**src/rtl/pgreg_pkg.sv**
```systemverilog
package pgreg_pkg;
  localparam int HOST_AW     = 10;
  localparam int OFF_W       = 5;
  localparam int UP_W        = HOST_AW - OFF_W;
  localparam int DATA_W      = 8;
  localparam int SEL_W       = 3;
  localparam int PAGE_SLOTS  = 16;
  localparam int IDX_W       = $clog2(PAGE_SLOTS);
  localparam int DPORT_FIRST = 16;
  localparam int DPORT_SLOTS = 2;
  localparam int PAGE_MSB    = 7;
  localparam int PAGE_LSB    = 6;
  localparam logic [1:0] PAGE0_CODE = 2'b00;
  localparam logic [1:0] PAGE1_CODE = 2'b01;

  typedef enum logic [1:0] {OC_CMD, OC_PAGED, OC_DPORT, OC_RSVD} off_class_e;

  // Upper address bits of the selected base. Codes 0..6 step upward from 300h
  // in 20h strides; code 7 is the lower alternative at 200h.
  function automatic logic [UP_W-1:0] base_upper(input logic [SEL_W-1:0] sel);
    if (sel == '1) return UP_W'(5'h10);
    return UP_W'(5'h18) + UP_W'(sel);
  endfunction

  function automatic off_class_e classify(input logic [OFF_W-1:0] off);
    if (off == '0) return OC_CMD;
    if (off < OFF_W'(PAGE_SLOTS)) return OC_PAGED;
    if (off < OFF_W'(DPORT_FIRST + DPORT_SLOTS)) return OC_DPORT;
    return OC_RSVD;
  endfunction
endpackage

```
**src/rtl/pgreg_match.sv**
```systemverilog
module pgreg_match
  import pgreg_pkg::*;
(
  input  logic [HOST_AW-1:0] host_addr,
  input  logic [SEL_W-1:0]   base_sel,
  input  logic               host_cs_n,
  input  logic               cs_qual,
  output logic               addr_match,
  output logic               dev_hit
);
  logic [UP_W-1:0] want_upper;
  logic            cs_ok;

  assign want_upper = base_upper(base_sel);
  assign addr_match = (host_addr[HOST_AW-1:OFF_W] == want_upper);
  // address-only mode ignores the chip select entirely
  assign cs_ok      = cs_qual ? ~host_cs_n : 1'b1;
  assign dev_hit    = addr_match & cs_ok;
endmodule

```
**src/rtl/pgreg_offset_dec.sv**
```systemverilog
module pgreg_offset_dec
  import pgreg_pkg::*;
#(
  parameter int P1_IMPL = 8
) (
  input  logic [OFF_W-1:0] off,
  input  logic [1:0]       page_bits,
  input  logic             acc_rd,
  input  logic             acc_wr,
  output logic             cmd_rd,
  output logic             cmd_wr,
  output logic             p0_rd,
  output logic             p0_wr,
  output logic             p1_rd,
  output logic             p1_wr,
  output logic             dp_rd,
  output logic             dp_wr,
  output logic             dp_hi,
  output logic [IDX_W-1:0] idx
);
  off_class_e oc;
  logic       on_p0;
  logic       on_p1;
  logic       p1_live;

  assign oc      = classify(off);
  assign idx     = off[IDX_W-1:0];
  assign on_p0   = (oc == OC_PAGED) && (page_bits == PAGE0_CODE);
  assign p1_live = int'(idx) < P1_IMPL;
  assign on_p1   = (oc == OC_PAGED) && (page_bits == PAGE1_CODE) && p1_live;

  assign cmd_rd = acc_rd && (oc == OC_CMD);
  assign cmd_wr = acc_wr && (oc == OC_CMD);
  assign p0_rd  = acc_rd && on_p0;
  assign p0_wr  = acc_wr && on_p0;
  assign p1_rd  = acc_rd && on_p1;
  assign p1_wr  = acc_wr && on_p1;
  assign dp_rd  = acc_rd && (oc == OC_DPORT);
  assign dp_wr  = acc_wr && (oc == OC_DPORT);
  assign dp_hi  = (dp_rd || dp_wr) && off[0];
endmodule

```
**src/rtl/pgreg_file.sv**
```systemverilog
module pgreg_file
  import pgreg_pkg::*;
#(
  parameter int P1_IMPL = 8
) (
  input  logic              clk,
  input  logic              rst_n,
  input  logic [IDX_W-1:0]  idx,
  input  logic [DATA_W-1:0] wdata,
  input  logic              cmd_wr,
  input  logic              p0_wr,
  input  logic              p1_wr,
  output logic [DATA_W-1:0] cmd_q,
  output logic [DATA_W-1:0] p0_rdata,
  output logic [DATA_W-1:0] p1_rdata
);
  logic [DATA_W-1:0] p0_view [PAGE_SLOTS];
  logic [DATA_W-1:0] p1_view [PAGE_SLOTS];

  // reset value zero puts the page field on page 0
  always_ff @(posedge clk or negedge rst_n) begin
    if (!rst_n)      cmd_q <= '0;
    else if (cmd_wr) cmd_q <= wdata;
  end

  for (genvar g = 0; g < PAGE_SLOTS; g++) begin : g_slot
    if (g == 0) begin : g_cmd_hole
      // slot 0 is the command register, held above
      assign p0_view[g] = '0;
      assign p1_view[g] = '0;
    end else begin : g_live
      logic [DATA_W-1:0] p0_q;
      always_ff @(posedge clk or negedge rst_n) begin
        if (!rst_n)                          p0_q <= '0;
        else if (p0_wr && idx == IDX_W'(g))  p0_q <= wdata;
      end
      assign p0_view[g] = p0_q;

      if (g < P1_IMPL) begin : g_p1
        logic [DATA_W-1:0] p1_q;
        always_ff @(posedge clk or negedge rst_n) begin
          if (!rst_n)                          p1_q <= '0;
          else if (p1_wr && idx == IDX_W'(g))  p1_q <= wdata;
        end
        assign p1_view[g] = p1_q;
      end else begin : g_p1_void
        assign p1_view[g] = '0;
      end
    end
  end

  assign p0_rdata = p0_view[idx];
  assign p1_rdata = p1_view[idx];
endmodule

```
**src/rtl/pgreg_decode.sv**
```systemverilog
module pgreg_decode
  import pgreg_pkg::*;
#(
  parameter int P1_IMPL = 8
) (
  input  logic               clk,
  input  logic               rst_n,
  input  logic [HOST_AW-1:0] host_addr,
  input  logic               host_cs_n,
  input  logic [SEL_W-1:0]   base_sel,
  input  logic               cs_qual,
  input  logic               host_rd,
  input  logic               host_wr,
  input  logic [DATA_W-1:0]  host_wdata,
  output logic [DATA_W-1:0]  host_rdata,
  output logic               dev_hit,
  input  logic [DATA_W-1:0]  dp_rd_data,
  output logic               dp_rd_stb,
  output logic               dp_wr_stb,
  output logic               dp_hi,
  output logic [DATA_W-1:0]  cmd_q
);
  logic              addr_match;
  logic              acc_rd;
  logic              acc_wr;
  logic              cmd_rd;
  logic              cmd_wr;
  logic              p0_rd;
  logic              p0_wr;
  logic              p1_rd;
  logic              p1_wr;
  logic [IDX_W-1:0]  idx;
  logic [DATA_W-1:0] p0_rdata;
  logic [DATA_W-1:0] p1_rdata;

  pgreg_match u_match (
    .host_addr (host_addr),
    .base_sel  (base_sel),
    .host_cs_n (host_cs_n),
    .cs_qual   (cs_qual),
    .addr_match(addr_match),
    .dev_hit   (dev_hit)
  );

  assign acc_rd = host_rd && dev_hit;
  assign acc_wr = host_wr && dev_hit;

  pgreg_offset_dec #(.P1_IMPL(P1_IMPL)) u_dec (
    .off      (host_addr[OFF_W-1:0]),
    .page_bits(cmd_q[PAGE_MSB:PAGE_LSB]),
    .acc_rd   (acc_rd),
    .acc_wr   (acc_wr),
    .cmd_rd   (cmd_rd),
    .cmd_wr   (cmd_wr),
    .p0_rd    (p0_rd),
    .p0_wr    (p0_wr),
    .p1_rd    (p1_rd),
    .p1_wr    (p1_wr),
    .dp_rd    (dp_rd_stb),
    .dp_wr    (dp_wr_stb),
    .dp_hi    (dp_hi),
    .idx      (idx)
  );

  pgreg_file #(.P1_IMPL(P1_IMPL)) u_file (
    .clk     (clk),
    .rst_n   (rst_n),
    .idx     (idx),
    .wdata   (host_wdata),
    .cmd_wr  (cmd_wr),
    .p0_wr   (p0_wr),
    .p1_wr   (p1_wr),
    .cmd_q   (cmd_q),
    .p0_rdata(p0_rdata),
    .p1_rdata(p1_rdata)
  );

  // read strobes from the decoder are mutually exclusive; anything else reads zero
  always_comb begin
    host_rdata = '0;
    if (cmd_rd)         host_rdata = cmd_q;
    else if (p0_rd)     host_rdata = p0_rdata;
    else if (p1_rd)     host_rdata = p1_rdata;
    else if (dp_rd_stb) host_rdata = dp_rd_data;
  end
endmodule

```
**config.mk**
```make
export PLATFORM = sky130hd
export DESIGN_NAME = pgreg_decode
export DESIGN_NICKNAME = d
export VERILOG_FILES = /design/src/rtl/pgreg_pkg.sv /design/src/rtl/pgreg_match.sv /design/src/rtl/pgreg_offset_dec.sv /design/src/rtl/pgreg_file.sv /design/src/rtl/pgreg_decode.sv
export SDC_FILE = /design/constraint.sdc
export NUM_CORES = 1
export LEC_CHECK = 0
export BUFFER_PORTS_ARGS = -buffer_cell sky130_fd_sc_hd__clkbuf_2
export CORE_MARGIN = 2
export CORE_UTILIZATION = 50
export CTS_CLUSTER_DIAMETER = 150
export DETAILED_ROUTE_END_ITERATION = 8
export PLACE_DENSITY = 0.64
export RECOVER_POWER = 50
export SLEW_MARGIN = 20
export SYNTH_ARGS = -nofsm -noshare
export SYNTH_HDL_FRONTEND = slang
export SYNTH_SLANG_ARGS = --single-unit
```
**constraint.sdc**
```tcl
create_clock -name clk -period 8 [get_ports clk]
set_input_delay 1.6 -clock clk [delete_from_list [all_inputs] [get_ports clk]]
set_output_delay 1.6 -clock clk [all_outputs]
set_load 0.01 [all_outputs]
```
# After elaboration in Yosys (flattened, before gate mapping)
# Index checks and enable logic that the tools add are counted.
# totals
ff_bits	184
out_inout_bits	20
word_cells	117
inputBits	35
# classes
bitwise_logic	3
mux	26
n_eq_ne	20
n_reduce_logical	40
magnitude_cmp	4
n_addsub	1
# op_table
cell	count
$bmux W8 S4	2
$mux W8	8
$logic_and A1 B1 Y1	36
$eq A4 B4 Y1 const B	8
$eq A4 B3 Y1 const B	4
$mux W2	6
$lt A5 B5 Y1 const B	2
$mux W5	2
$eq A4 B2 Y1 const B	2
$mux W1	8
$add A4 B4 Y5 const A	1
$eq A5 B5 Y1	1
$ge A5 B5 Y1 const B	1
$logic_not A5 Y1	1
$not A4 Y5	1
$eq A2 B1 Y1 const B	2
$eq A4 B1 Y1 const B	1
$logic_not A2 Y1	2
$lt A4 B4 Y1 const B	1
$eq A3 B3 Y1 const B	1
$eq A2 B2 Y1 const B	1
$and A1 B1 Y1	1
$logic_or A1 B1 Y1	1
$not A1 Y1	1

# Depth between registers and ports, before layout
# depth
depth_word	15
depth_mapped	8

# Hierarchy
# Synthesis repeated with hierarchy kept, for this count alone.
# hier_totals
hier_cells	633
area_unflattened_um2	9022.4
# by_module_without_submodules
module	instances	seq_area_each_um2	area_per_inst_um2	cells_each
pgreg_file	1	4604.4	8553.2	567
pgreg_decode	1	0.0	224.0	35
pgreg_offset_dec	1	0.0	137.6	17
pgreg_match	1	0.0	107.6	14

# Least setup slack after synthesis
# Ideal clock, no wire load.
# synth_timing
path_kind	input port to output port
from	in host_addr[0]
to	out host_rdata[6]
path_stages	6
setup_slack_ns	3.088
t_arrival_ns	3.312
path_buffers	1
cell_sequence	buf_2 > nor4_1 > nor2b_1 > a221o_1 > a21oi_1 > a311oi_1
# synth_via
elab_chain_cells	14
# synth_lines
item	line	rtl
start, declared	pgreg_decode.sv:8	input logic [HOST_AW-1:0] host_addr,
$lt A5 B5 Y1	pgreg_pkg.sv:28	if (off < OFF_W'(DPORT_FIRST + DPORT_SLOTS)) return OC_DPORT;
$mux W1 (2 in series)	pgreg_pkg.sv:28	
$mux W1	pgreg_pkg.sv:27	if (off < OFF_W'(PAGE_SLOTS)) return OC_PAGED;
$mux W2	pgreg_pkg.sv:29	return OC_RSVD;
$mux W2	pgreg_pkg.sv:28	
$mux W2	pgreg_pkg.sv:27	
$eq A2 B1 Y1	pgreg_offset_dec.sv:28, pgreg_offset_dec.sv:30	
$logic_and A1 B1 Y1 (2 in series)	pgreg_offset_dec.sv:30	assign on_p1 = (oc == OC_PAGED) && (page_bits == PAGE1_CODE) && p1_live;
$logic_and A1 B1 Y1	pgreg_offset_dec.sv:36	assign p1_rd = acc_rd && on_p1;
$mux W8	pgreg_decode.sv:83	else if (p1_rd) host_rdata = p1_rdata;
$mux W8	pgreg_decode.sv:82	else if (p0_rd) host_rdata = p0_rdata;
$mux W8 (*)	pgreg_decode.sv:81	if (cmd_rd) host_rdata = cmd_q;
end, declared	pgreg_decode.sv:15	output logic [DATA_W-1:0] host_rdata,
# Every way passes the cells marked *; elsewhere a longest branch is shown, timed or not. The select of a mux whose other input is x is not followed.

# Worst setup path in the final report
# layout_timing
from	in host_addr[2]
to	out host_rdata[3]
# The elaborated chain is that of the path after synthesis.

==> impl_metrics.json <==
{
  "status": "complete, but fails checks",
  "violations": "max-capacitance violations, max-slew violations",
  "grt_pass1_vias": 5888,
  "wl_per_cell_um": 24.42,
  "p_leak_nw": 4.776,
  "final_cells": 905,
  "rows": 49,
  "dr.first_iter.drc_count": 401,
  "yosysSeqAreaShare_pct": 50.54,
  "synth-main-ff-cell": "dfrtp_1",
  "worstSetupPathType": "in -> out",
  "synth-seq-cells": 184,
  "holdCritPathClass": "reg -> reg",
  "ir_drop_mv": 0.1539,
  "initial_core_util_pct": 50.89,
  "avgSynthCellArea_um2": 14.49,
  "vias": 5696,
  "overflow": 0,
  "cts_resized": 0,
  "skew_ps": 7.977,
  "insertedDiodeCount": 0,
  "cts_tree": "done",
  "rsz0062_at_grt": "false",
  "fin_crit_sh_pct": 79.03,
  "synth_edf_count": 0,
  "insertion_delay_ps": 430,
  "numPortBuffers": 54,
  "synth.area.top_cells": "dfrtp_1 51%, mux2_2 25%, mux4_2 6.9%",
  "cts_made_buffers": 17,
  "drive_gt1_share_pct": 50.74,
  "routed_via_density": 6.294,
  "yosysTopAreaCell": "dfrtp_1",
  "slew_viol_final": 119,
  "utilization_pct": 56.49,
  "cp.arrival_ps": 4720,
  "place_congestion": 0.9246,
  "clockRootBuffer": "clkbuf_16",
  "layout.nets": 698,
  "ys_async_sr_fraction_pct": 100.0,
  "clkTransAtPathRegs_ps": 70,
  "p_int_mw": 1.433,
  "yosysWarningCount": 0,
  "wl_um": 22100,
  "fin_setup_tns_ps": 0,
  "fmax_mhz": 158.2,
  "timing.final.crit_period_ps": 6322,
  "fp.dieH_um": 139.0,
  "clock_power_share_pct": 43.3,
  "fin_area_um2": 10110,
  "worstPathRequired_ps": 6400,
  "worstMarginPinSlew_ps": 4398,
  "relSlewSlack_pct": -193.2,
  "yosysTopAreaCellShare_pct": 50.54,
  "place_inst": 872,
  "postRouteAntennaNets": 0,
  "synth_cell_types": 53,
  "area_growth_pct": 10.99,
  "p_comb_share_pct": 7.1,
  "track_usage_pct": 23.79,
  "grt_pass1_wl_um": 35100,
  "synth.net_count": 664,
  "drc": 0,
  "cp-end-kind": "output port",
  "power_switching_mw": 0.4822,
  "min_path_cells": 1,
  "sequentialPowerShare_pct": 49.6,
  "worstHoldStart": "u_file.g_slot[11].g_live.p0_q[7]$_DFFE_PN0P_",
  "postCtsSetupBuffers": 0,
  "power.density_nw_per_um2": 189.4,
  "die_w_um": 139.0,
  "drt_first_pass_iters": 5,
  "fp.coreArea_um2": 17900,
  "place_ws_ps": 2210,
  "ctsLongestPathBuffers": 2,
  "cp-start-kind": "primary input",
  "grt_antenna_before_repair": 0,
  "htree_levels": 4,
  "swShare_pct": 25.18,
  "io-pin-count": 55,
  "postPlaceCellArea_um2": 9522,
  "r2r_cells": 5,
  "die_area_um2": 19320,
  "setup_viol": 0,
  "cts_sinks": 184,
  "worstPathMaxFanout": 35,
  "final.setup.worst_slack_ps": 1678,
  "grt_max_degree": 104,
  "drv_cap": 2,
  "synth_cells": 629,
  "cts_hold_buf": 0,
  "rr_startpoint": "u_file.cmd_q[7]$_DFFE_PN0P_",
  "dp_hpwl_um": 14290,
  "syn-cell-area_um2": 9111,
  "startpoint": "host_addr[2]",
  "hold_viol": 0
}
==> synth_stat cells, types with 4 or more instances <==
library cell / number
a21oi_1: 5
a221oi_1: 8
a222oi_1: 8
buf_2: 11
clkbuf_1: 26
dfrtp_1: 184
inv_1: 4
mux2_1: 5
mux2_2: 202
mux2i_1: 4
mux4_2: 28
nand2_1: 24
nand2b_1: 10
nand3_1: 7
nor2_1: 6
nor2b_1: 8
nor3_1: 9
nor3_2: 7
nor3_4: 4
nor4_4: 10
o2111a_1: 5
o21ai_0: 4
==> stage by stage <==
step / hold slack [ps] / power [mW]
after floorplan: 452.6 / 1.045
after global placement: 462.2 / 1.100
after detailed placement: 471.9 / 1.105
after CTS: 487.6 / 1.932
after global routing: 507.7 / 1.990
final: 486.2 / 1.915
==> critical path, cell delays in order <==
cell and delay (ps):
clkbuf_1 1290, nor3_1 160, nor3_1 310, nand2_1 520, nor3_1 420, o2111a_1 260
clkbuf_2 140
==> area by class of cell <==
type	count	area, um2
Fill cell	1455	7790
Sequential cell	184	4604
Multi-Input combinational cell	398	4309
Clock buffer	19	442.9
Timing Repair Buffer	58	314.1
Tap cell	229	286.5
Clock inverter	13	140.1
Inverter	4	15.01
==> cells by family (layout without fill, tap and decap cells) <==
group / count (synthesis) / count (layout) / synth area share (%)
buffers and inverters: 47 / 94 / 2.307
and+or+nand+nor: 104 / 104 / 9.201
xor gates and xnor gates: 2 / 2 / 0.1923
DFF: 184 / 184 / 50.54
AOI/OAI and AO/OA: 53 / 53 / 4.820
muxes: 239 / 239 / 32.94
==> power groups by stage <==
stage	registers [mW]	logic (mW)	clock network, mW
after global routing	0.951	0.148	0.891
after detailed placement	0.968	0.137	0
after CTS	0.950	0.137	0.845
final	0.950	0.136	0.829
after floorplan	0.966	0.0791	0
after global placement	0.967	0.133	0
==> layer usage <==
layer | up-vias | routed length [um] | global-route usage, %
met1 | 3065 | 10150 | 34.41
met2 | 156 | 10530 | 37.67
met4 | 0 | 428 | 5.901
met3 | 25 | 1002 | 4.351
met5 | - | 0 | 0
li1 | 2450 | - | -
==> layout by cell type, fill, tap and decap left out, drive strengths merged, types with 7 or more instances in the layout <==
cell type / instances
mux2: 207
a221oi: 8
nor4: 12
inv: 8
nand2b: 10
nand3: 7
nor2b: 8
nor2: 7
a222oi: 8
dfrtp: 184
clkbuf: 72
nor3: 20
nand2: 25
mux4: 28
==> registers in the layout (all words and copies together) (netlist names) <==
register,count
u_file.g_slot.g_live.g_p1.p1_q,56
u_file.g_slot.g_live.p0_q,120
u_file.cmd_q,8
==> final timing paths <==
check / endpoint / slack [ps]
setup / recovery: host_rdata[3] / 1680
setup reg to reg: u_file.g_slot[2].g_live.g_p1.p1_q[7]$_DFFE_PN0P_ / 5060
hold reg to reg: u_file.g_slot[11].g_live.p0_q[7]$_DFFE_PN0P_ / 490
max in group asynchronous: u_file.g_slot[4].g_live.p0_q[1]$_DFFE_PN0P_ / 1960
hold / removal: u_file.g_slot[11].g_live.p0_q[7]$_DFFE_PN0P_ / 490
min in group asynchronous: u_file.g_slot[8].g_live.p0_q[1]$_DFFE_PN0P_ / 1280
No activity file was read; power rests on OpenSTA's default activity.
